<file path="config.mk">
export PLATFORM = sky130hd
export DESIGN_NAME = gadd_packed_add
export DESIGN_NICKNAME = d
export VERILOG_FILES = /design/src/rtl/simd_gadd_pkg.sv /design/src/rtl/gadd_mask_dec.sv /design/src/rtl/gadd_spread.sv /design/src/rtl/gadd_gather.sv /design/src/rtl/gadd_packed_add.sv
export SDC_FILE = /design/constraint.sdc
export NUM_CORES = 1
export LEC_CHECK = 0
export BUFFER_PORTS_ARGS = -buffer_cell sky130_fd_sc_hd__buf_2
export CORE_ASPECT_RATIO = 1.75
export CORE_UTILIZATION = 51
export CTS_CLUSTER_DIAMETER = 30
export CTS_CLUSTER_SIZE = 40
export DETAILED_ROUTE_END_ITERATION = 10
export GPL_TIMING_DRIVEN = 0
export PLACE_DENSITY = 0.91
export SLEW_MARGIN = 10
export SYNTH_ARGS = -nofsm -noshare
export SYNTH_HDL_FRONTEND = slang
export SYNTH_SLANG_ARGS = --single-unit
</file>
<file path="constraint.sdc">
create_clock -name clk -period 3.9 [get_ports clk]
set_input_delay 0.39 -clock clk [delete_from_list [all_inputs] [get_ports clk]]
set_output_delay 0.39 -clock clk [all_outputs]
set_load 0.02 [all_outputs]
</file>
<file path="src/rtl/simd_gadd_pkg.sv">
package simd_gadd_pkg;
  typedef enum logic [2:0] {
    LM_B8  = 3'd0,
    LM_B16 = 3'd1,
    LM_B32 = 3'd2,
    LM_B64 = 3'd3,
    LM_RAW = 3'd4
  } lane_mode_e;
endpackage

</file>
<file path="src/rtl/gadd_mask_dec.sv">
module gadd_mask_dec #(
  parameter int BYTES = 8
) (
  input  logic [2:0]       mode,
  input  logic [BYTES-2:0] raw_join,
  output logic [BYTES-2:0] join_mask
);
  import simd_gadd_pkg::*;

  logic [BYTES-2:0] m16, m32, m64;

  // boundary j lies between byte j and byte j+1
  for (genvar j = 0; j < BYTES-1; j++) begin : g_fix
    assign m16[j] = ((j + 1) % 2) != 0;
    assign m32[j] = ((j + 1) % 4) != 0;
    assign m64[j] = 1'b1;
  end

  always_comb begin
    case (mode)
      LM_B16:  join_mask = m16;
      LM_B32:  join_mask = m32;
      LM_B64:  join_mask = m64;
      LM_RAW:  join_mask = raw_join;
      default: join_mask = '0;
    endcase
  end
endmodule

</file>
<file path="src/rtl/gadd_spread.sv">
module gadd_spread #(
  parameter int BYTES = 8,
  parameter int SEG   = 8,
  localparam int W    = BYTES * SEG,
  localparam int IW   = BYTES * (SEG + 1)
) (
  input  logic [W-1:0]     a,
  input  logic [W-1:0]     b,
  input  logic [BYTES-2:0] join_mask,
  output logic [IW-1:0]    wa,
  output logic [IW-1:0]    wb
);
  for (genvar i = 0; i < BYTES; i++) begin : g_slice
    assign wa[i*(SEG+1) +: SEG] = a[i*SEG +: SEG];
    assign wb[i*(SEG+1) +: SEG] = b[i*SEG +: SEG];
    if (i < BYTES-1) begin : g_guard
      // 1/0 passes the carry on, 0/0 absorbs it into the guard position
      assign wa[i*(SEG+1) + SEG] = join_mask[i];
      assign wb[i*(SEG+1) + SEG] = 1'b0;
    end else begin : g_top
      assign wa[i*(SEG+1) + SEG] = 1'b0;
      assign wb[i*(SEG+1) + SEG] = 1'b0;
    end
  end
endmodule

</file>
<file path="src/rtl/gadd_gather.sv">
module gadd_gather #(
  parameter int BYTES = 8,
  parameter int SEG   = 8,
  localparam int W    = BYTES * SEG,
  localparam int IW   = BYTES * (SEG + 1)
) (
  input  logic [IW-1:0]    wsum,
  input  logic [BYTES-2:0] join_mask,
  output logic [W-1:0]     sum,
  output logic [BYTES-1:0] lane_cy
);
  for (genvar i = 0; i < BYTES; i++) begin : g_slice
    logic lane_top;
    if (i < BYTES-1) begin : g_mid
      assign lane_top = ~join_mask[i];
    end else begin : g_last
      assign lane_top = 1'b1;
    end
    assign sum[i*SEG +: SEG] = wsum[i*(SEG+1) +: SEG];
    assign lane_cy[i]        = lane_top & wsum[i*(SEG+1) + SEG];
  end
endmodule

</file>
<file path="src/rtl/gadd_packed_add.sv">
module gadd_packed_add #(
  parameter int BYTES = 8,
  parameter int SEG   = 8,
  localparam int W    = BYTES * SEG,
  localparam int IW   = BYTES * (SEG + 1)
) (
  input  logic             clk,
  input  logic             rst,
  input  logic [W-1:0]     op_a,
  input  logic [W-1:0]     op_b,
  input  logic [2:0]       mode,
  input  logic [BYTES-2:0] raw_join,
  output logic [W-1:0]     sum_q,
  output logic [BYTES-1:0] lane_cy_q
);
  logic [BYTES-2:0] join_mask;
  logic [IW-1:0]    wa, wb, wsum;
  logic [W-1:0]     sum_d;
  logic [BYTES-1:0] cy_d;

  gadd_mask_dec #(.BYTES(BYTES)) u_dec (
    .mode(mode), .raw_join(raw_join), .join_mask(join_mask)
  );

  gadd_spread #(.BYTES(BYTES), .SEG(SEG)) u_spread (
    .a(op_a), .b(op_b), .join_mask(join_mask), .wa(wa), .wb(wb)
  );

  // one wide carry-propagate adder shared by all lanes
  assign wsum = wa + wb;

  gadd_gather #(.BYTES(BYTES), .SEG(SEG)) u_gather (
    .wsum(wsum), .join_mask(join_mask), .sum(sum_d), .lane_cy(cy_d)
  );

  always_ff @(posedge clk) begin
    if (rst) begin
      sum_q     <= '0;
      lane_cy_q <= '0;
    end else begin
      sum_q     <= sum_d;
      lane_cy_q <= cy_d;
    end
  end
endmodule

</file>
==> metrics.md, run 1 <==
| Metric | Value |
|---|---|
| Peak supply drop | about 270 uV |
| HPWL Detailed | around 16 mm |
| RSZ-0062 raised after global routing | no |
| Vias in the first global route | approximately 6600 |
| Post-Syn Area | 0.00593 mm^2 |
| # clock sinks | between 70 and 80 |
| Yosys reg bits | 72 |
| WS Path Type | in2reg |
| Final Cycle Share | 86.5% |
| Core area | 0.0112 mm^2 |
| Pins Over Slew Limit | 0 |
| Dpl cells | 1096 |
| Crit. End Element | flop |
| Antenna Cells | 0 |
| F_max | about 300 MHz |
| Area leader, netlist | dfxtp_1 |
| Sequential area share after synthesis | 24.3% |
| Clk slew on worst S/H paths | ~60 ps |
| Lkg Pwr | 3.72 nW |
| Post-cts gate resize count | 0 |
| Area post-placement | 0.00715 mm^2 |
| Layout cell share with drive strength beyond 1 | roughly a quarter |
| Hold WC Path Type | in2reg |
| Post-Layout Cell Count | about 1100 |
| Row count | between 50 and 60 |
| Slew HR | a little under half |
| Critical path required time | 4120 ps |
| Die area | 0.0121 mm^2 |
| Yosys top cell area share | between 20% and 30% |
| Mapped Cells | roughly 750 |
| CP Max Fanout | 6 |
| WL per Instance | 17.8 um |
| CTS tree | built |
| Final hold violation count | 0 |
| Distinct cells, synth | slightly above 80 |
| Hold-fix buffers at CTS | 0 |
| Total setup buffers inserted after CTS | 0 |
| Tightest Pin Transition | approximately 810 ps |
| Area of the multi-input gates | approximately 0.0043 mm^2 |
| I/O Buffers | 211 |
| Ports | between 200 and 250 |
| Post-synth EDFFs | 0 |
| Fin crit period | 3370 ps |
| Final nets | 1180 |
| Net Count, Synth | 958 |
| Setup crit start kind | input port |
| Hold path cells | 3 |
| Starting Density | 52.8% |
| Asr flop ratio synth | 0% |
| Top cells by area, synth | dfxtp_1 (24%), ha_1 (13%), a21oi_1 (6.6%) |
| Detailed-route wire length | roughly 20 mm |
| DR vias/cell | slightly above 6 |
| Final setup margin | ~530 ps |
| Max H-tree Level | 3 |
| CTS buffer count | 9 |
| GRT Util Overall | between 30% and 40% |
| Placer Congestion | between 1 and 1.5 |
| DR iter-0 viols | about 380 |
| Antenna violations before repair | 0 |
| DR DRC count | 0 |
| Die Width | 83.5 um |
| GRT overflow | 0 |
| Filler Cell Count | approximately 960 |
| Fin util | 66.8% |
| Area Growth Syn to Fin | 26.4% |
| Max-cap violation count | 0 |
| Post-route design area | between 0.007 and 0.008 mm^2 |
| Setup WS pre-CTS | between 200 and 300 ps |
| CTS root buf | clkbuf_16 |
| Arr. time, crit path | between 3000 and 4000 ps |
| Die height | 145 um |
| Setup violators final | 0 |
| PwrDens | slightly below 400 mW/mm^2 |
| Via count | approximately 6700 |
| Crit path from | op_a[0] |
| Final antenna-violating net count | 0 |
| First-pass GRT wire length | 29.9 mm |
| Yosys warns | 0 |
| Status | finished clean |
| CP Capture Point | sum_q[50] |
| Area taken by flip-flops and latches | about 0.0014 mm^2 |
| Largest net degree at the start of global routing | 13 |
| Syn Area/Cell | around 8 um^2 |
| TNS Setup | 0 ps |
| Ys flop type | dfxtp_1 |
| Drt pass-1 iters | 5 |
| Clock buffer depth | 2 |
cell families (layout without fill, tap and decap cells):
logic type | count (synthesis) | after routing | share of synthesized area, %
AO/OA/AOI/OAI | 258 | 258 | 29.3
XOR/XNOR | 53 | 53 | 7.82
adder cells (fa/ha/maj) | 65 | 65 | 13.8
buffers and inverters | 52 | 278 | 3.48
flip-flops | 72 | 72 | 24.3
multiplexers | 4 | 4 | 0.822
AND/OR/NAND/NOR | 249 | 249 | 20.5
cell usage after synthesis (all sizes together) (6+ instances only):
cell type	instances
nor2	95
a21oi	79
dfxtp	72
ha	64
nand2	49
a21o	44
o21ai	42
xnor2	30
inv	24
xor2	23
clkbuf	17
nor3	16
o21bai	16
nand3	15
and3	13
a31oi	12
nand4	12
buf	11
nor2b	11
a211oi	9
or2	7
nor3b	6
o211ai	6
power by group:
| part | internal [W] | leakage [nW] | switching (W) |
|---|---|---|---|
| clock | 0.000639 | 0.161 | 0.000338 |
| combinational | 0.000411 | 2.96 | 0.000647 |
| sequential | 0.000829 | 0.599 | 0.0000230 |
| total | 0.00188 | 3.72 | 0.00101 |
layer usage:
metal / share of wire, % / track usage, % / vias up / routed length [um]
li1: - / - / 3205 / -
met4: 8.6 / 29.1 / 0 / 1700
met1: 33 / 27.1 / 3018 / 6450
met5: 0 / 0 / - / 0
met3: 6.6 / 6.47 / 121 / 1310
met2: 52 / 60.9 / 377 / 10300
worst max-delay path, cell delays in order:
cell and delay [ps]:
buf_2 80, ha_1 170, inv_1 60, fa_1 400, nand2b_1 170, a211oi_1 400, o32a_1 420, a22o_1 300
a211oi_2 130, o21ai_1 400, a21boi_0 200, o21ai_0 250, xnor2_1 150, nor2_1 50
area by class of cell:
type	instances	area share, %
sequential	72	19.2
timing repair buffer	211	14.1
multi-input combinational	629	57.2
clock buffer	10	3.19
clock inverter	5	1.40
inverter	24	1.20
tap	132	2.20
buffer	28	1.55
registers in the layout, summed over array words and instances (netlist names):
name and cells:
sum_q 64, lane_cy_q 8
through the flow:
step	hold WS, ps	power [W]
4_1_cts	389	0.00288
3_3_place_gp	708	0.00188
5_1_grt	426	0.00301
2_1_floorplan	607	0.00157
3_5_place_dp	753	0.00190
6_report	383	0.00289
cells in the final DEF, fill, tap and decap left out, drive strengths merged, types with 5 or more instances in the layout:
| cell type | count |
|---|---|
| a211oi | 9 |
| a21o | 44 |
| a21oi | 79 |
| a31o | 5 |
| a31oi | 12 |
| and2 | 5 |
| and3 | 13 |
| buf | 222 |
| clkbuf | 27 |
| dfxtp | 72 |
| ha | 64 |
| inv | 24 |
| nand2 | 49 |
| nand3 | 15 |
| nand4 | 12 |
| nor2 | 95 |
| nor2b | 11 |
| nor3 | 16 |
| nor3b | 6 |
| o211ai | 6 |
| o21ai | 42 |
| o21bai | 16 |
| or2 | 7 |
| or3 | 5 |
| xnor2 | 30 |
| xor2 | 23 |
worst min-delay path by stage:
stage | startpoint | end | slack, ps
after floorplan | rst | sum_q[46] | 610
after global placement | op_b[0] | sum_q[0] | 710
after detailed placement | op_b[0] | sum_q[0] | 750
after CTS | op_b[0] | sum_q[0] | 390
after global routing | op_b[0] | sum_q[0] | 430
final | op_b[0] | sum_q[0] | 380
Power figures use the tool's default switching activity.
==> inputs of run 2 (changes only) <==
- ABC_AREA: not set -> 1
- CORE_UTILIZATION: 51 -> 53
- PLACE_DENSITY: 0.91 -> 0.9
==> run 2 against run 1 <==
Against the previous run:
- final cell count grew 53%
- utilization decreased by 1.5 points
- first-iteration DRC count up 81%
- sequential power fell by 2%
- global-route usage increased by 11 points
- via count is 42% higher
- clock-buffer cell count increased by 2
- total power shrank 1.3%
- area after synthesis rose by 26%
- synthesized cell count grew 73%
- critical path type unchanged
- largest power group unchanged
==> metrics.md, run 2 <==
| Metric | Value |
|---|---|
| Starting Density | 54.0% (was 52.8%) |
| Antenna Cells | 0 (unchanged) |
| DR iter-0 viols | 681 (was 377) |
| Commonest cells in the netlist | nand2_1 (347), nor2_1 (200), inv_1 (194) (was nor2_1 (95), a21oi_1 (78), dfxtp_1 (72)) |
| Setup WS pre-CTS | 839 ps (was 260 ps) |
| CP Max Fanout | 4 (was 6) |
| Adder-cell area share of the yosys netlist | 11.0% (was 13.8%) |
| TNS Setup | 0 ps (unchanged) |
| Max H-tree Level | 3 (unchanged) |
| Layout cell share with drive strength beyond 1 | 18.5% (was 26.7%) |
| CTS root buf | clkbuf_16 (unchanged) |
| Synth Area in Compound Gates | 17.8% (was 29.3%) |
| DR vias/cell | 5.61 (was 6.05) |
| Count leader, synth | nand2_1 (was nor2_1) |
| Antenna violations before repair | 0 (unchanged) |
| Top cells by area, synth | dfxtp_1 (19%), nand2_1 (17%), ha_1 (11%) (was dfxtp_1 (24%), ha_1 (13%), a21oi_1 (6.6%)) |
| Area Growth Syn to Fin | 20.9% (was 26.4%) |
| Ys flop type | dfxtp_1 (unchanged) |
| Yosys top cell area share | 19.3% (was 24.3%) |
| Post-Syn Area | 0.00747 mm^2 (was 0.00593 mm^2) |
| Yosys warns | 0 (unchanged) |
| HPWL Detailed | 26.9 mm (was 16.0 mm) |
| Post-synthesis xor/xnor area fraction | 0.235% (was 7.82%) |
| First-pass GRT wire length | 47.0 mm (was 29.9 mm) |
| Ports | 212 (unchanged) |
| Crit. End Element | flop (unchanged) |
| Total setup buffers inserted after CTS | 0 (unchanged) |
| Setup violators final | 0 (unchanged) |
| GRT overflow | 0 (unchanged) |
| Commonest cells after routing, fill and taps aside | nand2_1 (347), buf_2 (211), nor2_1 (200) (was buf_2 (217), nor2_1 (95), a21oi_1 (78)) |
| Clk slew on worst S/H paths | 60 ps (about the same) |
| Final nets | 1728 (was 1180) |
| Area post-placement | 0.00874 mm^2 (was 0.00715 mm^2) |
| Hold WC Path Type | in2reg (unchanged) |
| Flip-flop count of the largest register after layout | 64 (unchanged) |
| Clock buffer depth | 2 (unchanged) |
| Die area | 0.0146 mm^2 (was 0.0121 mm^2) |
| Die height | 159 um (was 145 um) |
| Arr. time, crit path | 3140 ps (was 3590 ps) |
| Post-synth EDFFs | 0 (unchanged) |
| CTS tree | built (unchanged) |
| DR DRC count | 0 (unchanged) |
| Distinct cells, synth | 39 (was 81) |
| Placer Congestion | 1.07 (was 1.00) |
| Post-cts gate resize count | 0 (unchanged) |
| Detailed-route wire length | 31.8 mm (was 19.8 mm) |
| Lkg Pwr | 4.84 nW (was 3.72 nW) |
| Largest family of logic cells by synthesized area | simple AND/OR/NAND/NOR gates (was compound AO/OA/AOI/OAI gates) |
| Die Width | 91.7 um (was 83.5 um) |
| Regs by FF count | sum_q (64), lane_cy_q (8) (unchanged) |
| RSZ-0062 raised after global routing | no (unchanged) |
| WS Path Type | in2reg (unchanged) |
| Tightest Pin Transition | 840 ps (was 808 ps) |
| Sequential area share after synthesis | 19.3% (was 24.3%) |
| Pins Over Slew Limit | 0 (unchanged) |
| Final Cycle Share | 73.1% (was 86.5%) |
| Fin crit period | 2850 ps (was 3370 ps) |
| Hold-fix buffers at CTS | 0 (unchanged) |
| PwrDens | 316 mW/mm^2 (was 385 mW/mm^2) |
| F_max | 351 MHz (was 296 MHz) |
| Status | finished clean (unchanged) |
| Post-route design area | 0.00903 mm^2 (was 0.00750 mm^2) |
| Multiplexer share of the synthesized area | 0% (was 0.822%) |
| Simple-Gate Fraction of Synth Area | 41.2% (was 20.5%) |
| Vias in the first global route | 9316 (was 6639) |
| Largest net degree at the start of global routing | 13 (unchanged) |
| Final hold violation count | 0 (unchanged) |
| Mapped Cells | 1302 (was 753) |
| Row count | 57 (was 51) |
| Via count | 9567 (was 6721) |
| Final setup margin | 1050 ps (was 525 ps) |
| Syn Area/Cell | 5.74 um^2 (was 7.88 um^2) |
| GRT Util Overall | 42.9% (was 31.7%) |
| Critical path required time | 4190 ps (was 4120 ps) |
| Asr flop ratio synth | 0% (unchanged) |
| Area taken by flip-flops and latches | 0.00144 mm^2 (unchanged) |
| Fin util | 65.2% (was 66.8%) |
| WL per Instance | 18.6 um (was 17.8 um) |
| Final antenna-violating net count | 0 (unchanged) |
| Reg with most FFs | sum_q (unchanged) |
| # clock sinks | 72 (unchanged) |
| Setup crit start kind | input port (unchanged) |
| Commonest non-fill, non-tap cell in the layout | nand2_1 (was buf_2) |
| Filler Cell Count | 1400 (was 963) |
| Slew HR | 44.0% (was 46.1%) |
| Drt pass-1 iters | 10 (was 5) |
| Area leader, netlist | dfxtp_1 (unchanged) |
| Area of the multi-input gates | 0.00524 mm^2 (was 0.00429 mm^2) |
| CTS buffer count | 9 (unchanged) |
| I/O Buffers | 210 (was 211) |
| Net Count, Synth | 1507 (was 958) |
| Peak supply drop | 196 uV (was 268 uV) |
| Yosys reg bits | 72 (unchanged) |
| Core area | 0.0138 mm^2 (was 0.0112 mm^2) |
| Max-cap violation count | 0 (unchanged) |
## run 2: cell types whose count changed in the layout (fill, tap and decap cells not counted), sizes merged, moves of 11 or more
cell   delta
o21ai    +36
nand2   +315
xor2     -22
a21o     -37
a21oi    +43
nand3    +75
inv     +174
nor2    +126
xnor2    -29
nor2b    -11
and3     -12
## run 2: worst paths after layout
| path | startpoint | endpoint | cells after the start |
|---|---|---|---|
| min | op_b[0] | sum_q[0] | 4 |
| max | op_a[0] | sum_q[63] | 15 |
## run 2: cell type report
class,count,area share (%)
multi-input cells,1023,58.1
flip-flops and latches,72,16.0
well taps,177,2.45
clock inverters,4,0.319
inverters,198,8.23
plain buffers,9,0.471
repair buffers,210,11.6
clock buffers,12,2.84
## run 2: stage by stage
step	cells	total power (W)	hold WS, ps
2_1_floorplan	1302	0.00157	605
3_3_place_gp	1689	0.00199	717
3_5_place_dp	1689	0.00200	728
4_1_cts	1705	0.00282	376
5_1_grt	1705	0.00296	427
6_report	1705	0.00285	374
## run 2: routing by layer
| metal | up-vias | GRT usage [%] | routed length, um |
|---|---|---|---|
| met1 | 4139 | 37.1 | 10100 |
| met5 | - | 0 | 0 |
| met2 | 588 | 79.2 | 15800 |
| met3 | 207 | 7.40 | 2240 |
| li1 | 4633 | - | - |
| met4 | 0 | 43.4 | 3650 |
## run 2: worst max-delay path, cell delays in order
cell and delay (ps):
buf_2 80, ha_1 220, inv_1 70, fa_1 530
o21ai_2 300, inv_1 100, o21ai_0 450, nand3_1 170
nand3_1 190, nand2_1 100, nand2_2 120, nand2_1 150
nand3_1 110, nand2_1 50, nor2_1 100
## run 2: logic make-up (layout without fill, tap and decap cells)
group | count (synthesis) | count (layout)
flip-flops | 72 | 72
adder cells (fa/ha/maj) | 65 | 65
AO/OA/AOI/OAI | 240 | 240
AND/OR/NAND/NOR | 716 | 716
buffers and inverters | 207 | 433
XOR/XNOR | 2 | 2
## run 2: where the power goes
part	switching [W]	internal (W)
Sequential	0.0000211	0.000817
Combinational	0.000811	0.000372
Clock	0.000361	0.000467
Total	0.00119	0.00166
==> inputs of run 3 (changes only) <==
- CORE_UTILIZATION: 53 -> 49
- PLACE_DENSITY: 0.9 -> 0.88
- clock period: 3.9 -> 2.6 ns (I/O delays scaled with it)
==> run 3 against run 2 <==
Against the previous run:
- clock power up 75%
- total power increased by 58%
- largest cell class unchanged
- non-clock buffer count did not move
- sequential power rose by 50%
- sequential share of layout area decreased by 0.11 points
- combinational power is 53% higher
- routed wire length up 1.7%
- first-iteration DRC count is 1.9% higher
==> metrics.md, run 3 (synthesized netlist as in run 2, its figures left out) <==
| Metric | Value |
|---|---|
| Die area | 0.0158 mm^2 (was 0.0146 mm^2) |
| Critical path required time | 2840 ps (was 4190 ps) |
| CP Cell Sequence | buf_2, ha_1, nand2_1, nor2_1, inv_1, nor2_1, nand3_1, nand3_1, nand2_1, nand2_2, nand2_1, nand3_1, nand2_1, nor2_1 (was buf_2, ha_1, inv_1, fa_1, o21ai_2, inv_1, o21ai_0, nand3_1, nand3_1, nand2_1, nand2_2, nand2_1, nand3_1, nand2_1, nor2_1) |
| Worst Path Buf+Inv | 2 (was 3) |
| HPWL Detailed | 26.7 mm (was 26.9 mm) |
| Final nets | 1728 (unchanged) |
| Critical path depth | 14 (was 15) |
| CP Max Fanout | 5 (was 4) |
| Clock buffer depth | 2 (unchanged) |
| DR vias/cell | 5.57 (was 5.61) |
| Hold WC Path Type | in2reg (unchanged) |
| HP Start | raw_join[4] (was op_b[0]) |
| Drt pass-1 iters | 6 (was 10) |
| F_max | ~420 MHz |
| Final hold violation count | 0 (unchanged) |
| Flip-flop count of the largest register after layout | 64 (unchanged) |
| Critical path's top delay family | simple AND/OR/NAND/NOR gates (unchanged) |
| Via count | 9534 (was 9567) |
| Lkg Pwr | 4.87 nW (was 4.84 nW) |
| GRT Util Overall | 41.8% (was 42.9%) |
| Largest net degree at the start of global routing | 14 (was 13) |
| Final Cycle Share | ~92% |
| DR DRC count | 0 (unchanged) |
| Slew HR | 44.0% (about the same) |
| Row count | 59 (was 57) |
| Regs by FF count | sum_q (64), lane_cy_q (8) (unchanged) |
| Ports | 212 (unchanged) |
| RSZ-0062 raised after global routing | no (unchanged) |
| # clock sinks | 72 (unchanged) |
| Clk slew on worst S/H paths | 70 ps (was 60 ps) |
| Die Width | 95.3 um (was 91.7 um) |
| Pins Over Slew Limit | 0 (unchanged) |
| Max-cap violation count | 0 (unchanged) |
| Peak supply drop | 291 uV (was 196 uV) |
| Fin crit period | roughly 2400 ps |
| Filler Cell Count | 1542 (was 1400) |
| Hold-fix buffers at CTS | 0 (unchanged) |
| Worst Hold Path EP | lane_cy_q[4] (was sum_q[0]) |
| I/O Buffers | 210 (unchanged) |
| Post-Layout Cell Count | 1711 (was 1705) |
| Post-cts gate resize count | 0 (unchanged) |
| Dpl cells | 1695 (was 1689) |
| Core area | 0.0149 mm^2 (was 0.0138 mm^2) |
| Crit-path max cell delay | 620 ps (was 530 ps) |
| Max H-tree Level | 3 (unchanged) |
| Detailed-route wire length | 32.3 mm (was 31.8 mm) |
| Antenna violations before repair | 0 (unchanged) |
| Status | finished clean (unchanged) |
| Crit. End Element | flop (unchanged) |
| GRT overflow | 0 (unchanged) |
| Post-route design area | 0.00909 mm^2 (was 0.00903 mm^2) |
| PwrDens | 495 mW/mm^2 (was 316 mW/mm^2) |
| Final antenna-violating net count | 0 (unchanged) |
| CTS root buf | clkbuf_16 (unchanged) |
| Commonest cells after routing, fill and taps aside | nand2_1 (347), buf_2 (211), nor2_1 (200) (unchanged) |
| Setup violators final | 0 (unchanged) |
| Placer Congestion | 1.08 (was 1.07) |
| Starting Density | 50.1% (was 54.0%) |
| Layout cell share with drive strength beyond 1 | 18.6% (was 18.5%) |
| Area taken by flip-flops and latches | 0.00144 mm^2 (unchanged) |
| Area Growth Syn to Fin | 21.7% (was 20.9%) |
| Setup crit start kind | input port (unchanged) |
| WS Path Type | in2reg (unchanged) |
| Area post-placement | 0.00875 mm^2 (was 0.00874 mm^2) |
| Arr. time, crit path | 2640 ps (was 3140 ps) |
| CTS buffer count | 9 (unchanged) |
| CP max stage cell | ha_1 (was fa_1) |
| Hold path cells | 4 (unchanged) |
| First-pass GRT wire length | 47.7 mm (was 47.0 mm) |
| Area of the multi-input gates | 0.00525 mm^2 (was 0.00524 mm^2) |
| Die height | 165 um (was 159 um) |
| WL per Instance | 18.9 um (was 18.6 um) |
| CTS tree | built (unchanged) |
| Tightest Pin Transition | 839 ps (was 840 ps) |
| Antenna Cells | 0 (unchanged) |
| Total setup buffers inserted after CTS | 0 (unchanged) |
| Reg with most FFs | sum_q (unchanged) |
| Commonest non-fill, non-tap cell in the layout | nand2_1 (unchanged) |
| Vias in the first global route | 9349 (was 9316) |
| Most used cell, CP | nand2_1 |
| DR iter-0 viols | 694 (was 681) |
[run 3: layer usage]
metal | vias up | routed length (um) | GRT usage (%)
met1 | 4117 | 10200 | 36.8
met3 | 204 | 2910 | 12.2
met2 | 575 | 15500 | 72.0
li1 | 4638 | - | -
met4 | 0 | 3640 | 42.6
met5 | - | 0 | 0
[run 3: worst max-delay path by stage]
stage | to | start | slack (ps)
final | sum_q[48] | op_a[10] | 200
after global routing | sum_q[48] | op_a[0] | 3
after CTS | sum_q[48] | op_a[0] | 20
after detailed placement | sum_q[48] | op_a[0] | -330
after global placement | sum_q[48] | op_a[0] | -290
after floorplan | sum_q[63] | op_a[0] | 510
[run 3: tightest hold or removal path, cell delays in order]
cell,delay (ps)
buf_2,90
nand2_2,70
nand4_1,90
inv_1,30
[run 3: report_power, final]
group	switching, W	internal [W]	leakage [nW]	total (W)
sequential	0.0000304	0.00123	0.601	0.00126
combinational	0.00124	0.000560	4.11	0.00180
clock	0.000572	0.000873	0.163	0.00145
total	0.00184	0.00266	4.87	0.00450
[run 3: cell type report]
class / count / share of cell area (%)
inverters: 198 / 8.18
plain buffers: 9 / 0.468
well taps: 183 / 2.52
clock buffers: 10 / 2.63
multi-input cells: 1023 / 57.8
flip-flops and latches: 72 / 15.9
clock inverters: 6 / 1.00
repair buffers: 210 / 11.6
[run 3: through the flow]
stage / TNS (ps) / setup WS (ps) / hold slack [ps] / util, % / power, W
detailed placement: -887 / -329 / 589 / 58.7 / 0.00300
floorplan: 0 / 509 / 475 / - / 0.00236
finish: 0 / 205 / 238 / 61.0 / 0.00450
global placement: -708 / -290 / 580 / 58.7 / 0.00300
CTS: 0 / 16.2 / 242 / 60.9 / 0.00443
global route: 0 / 2.89 / 272 / 61.0 / 0.00471
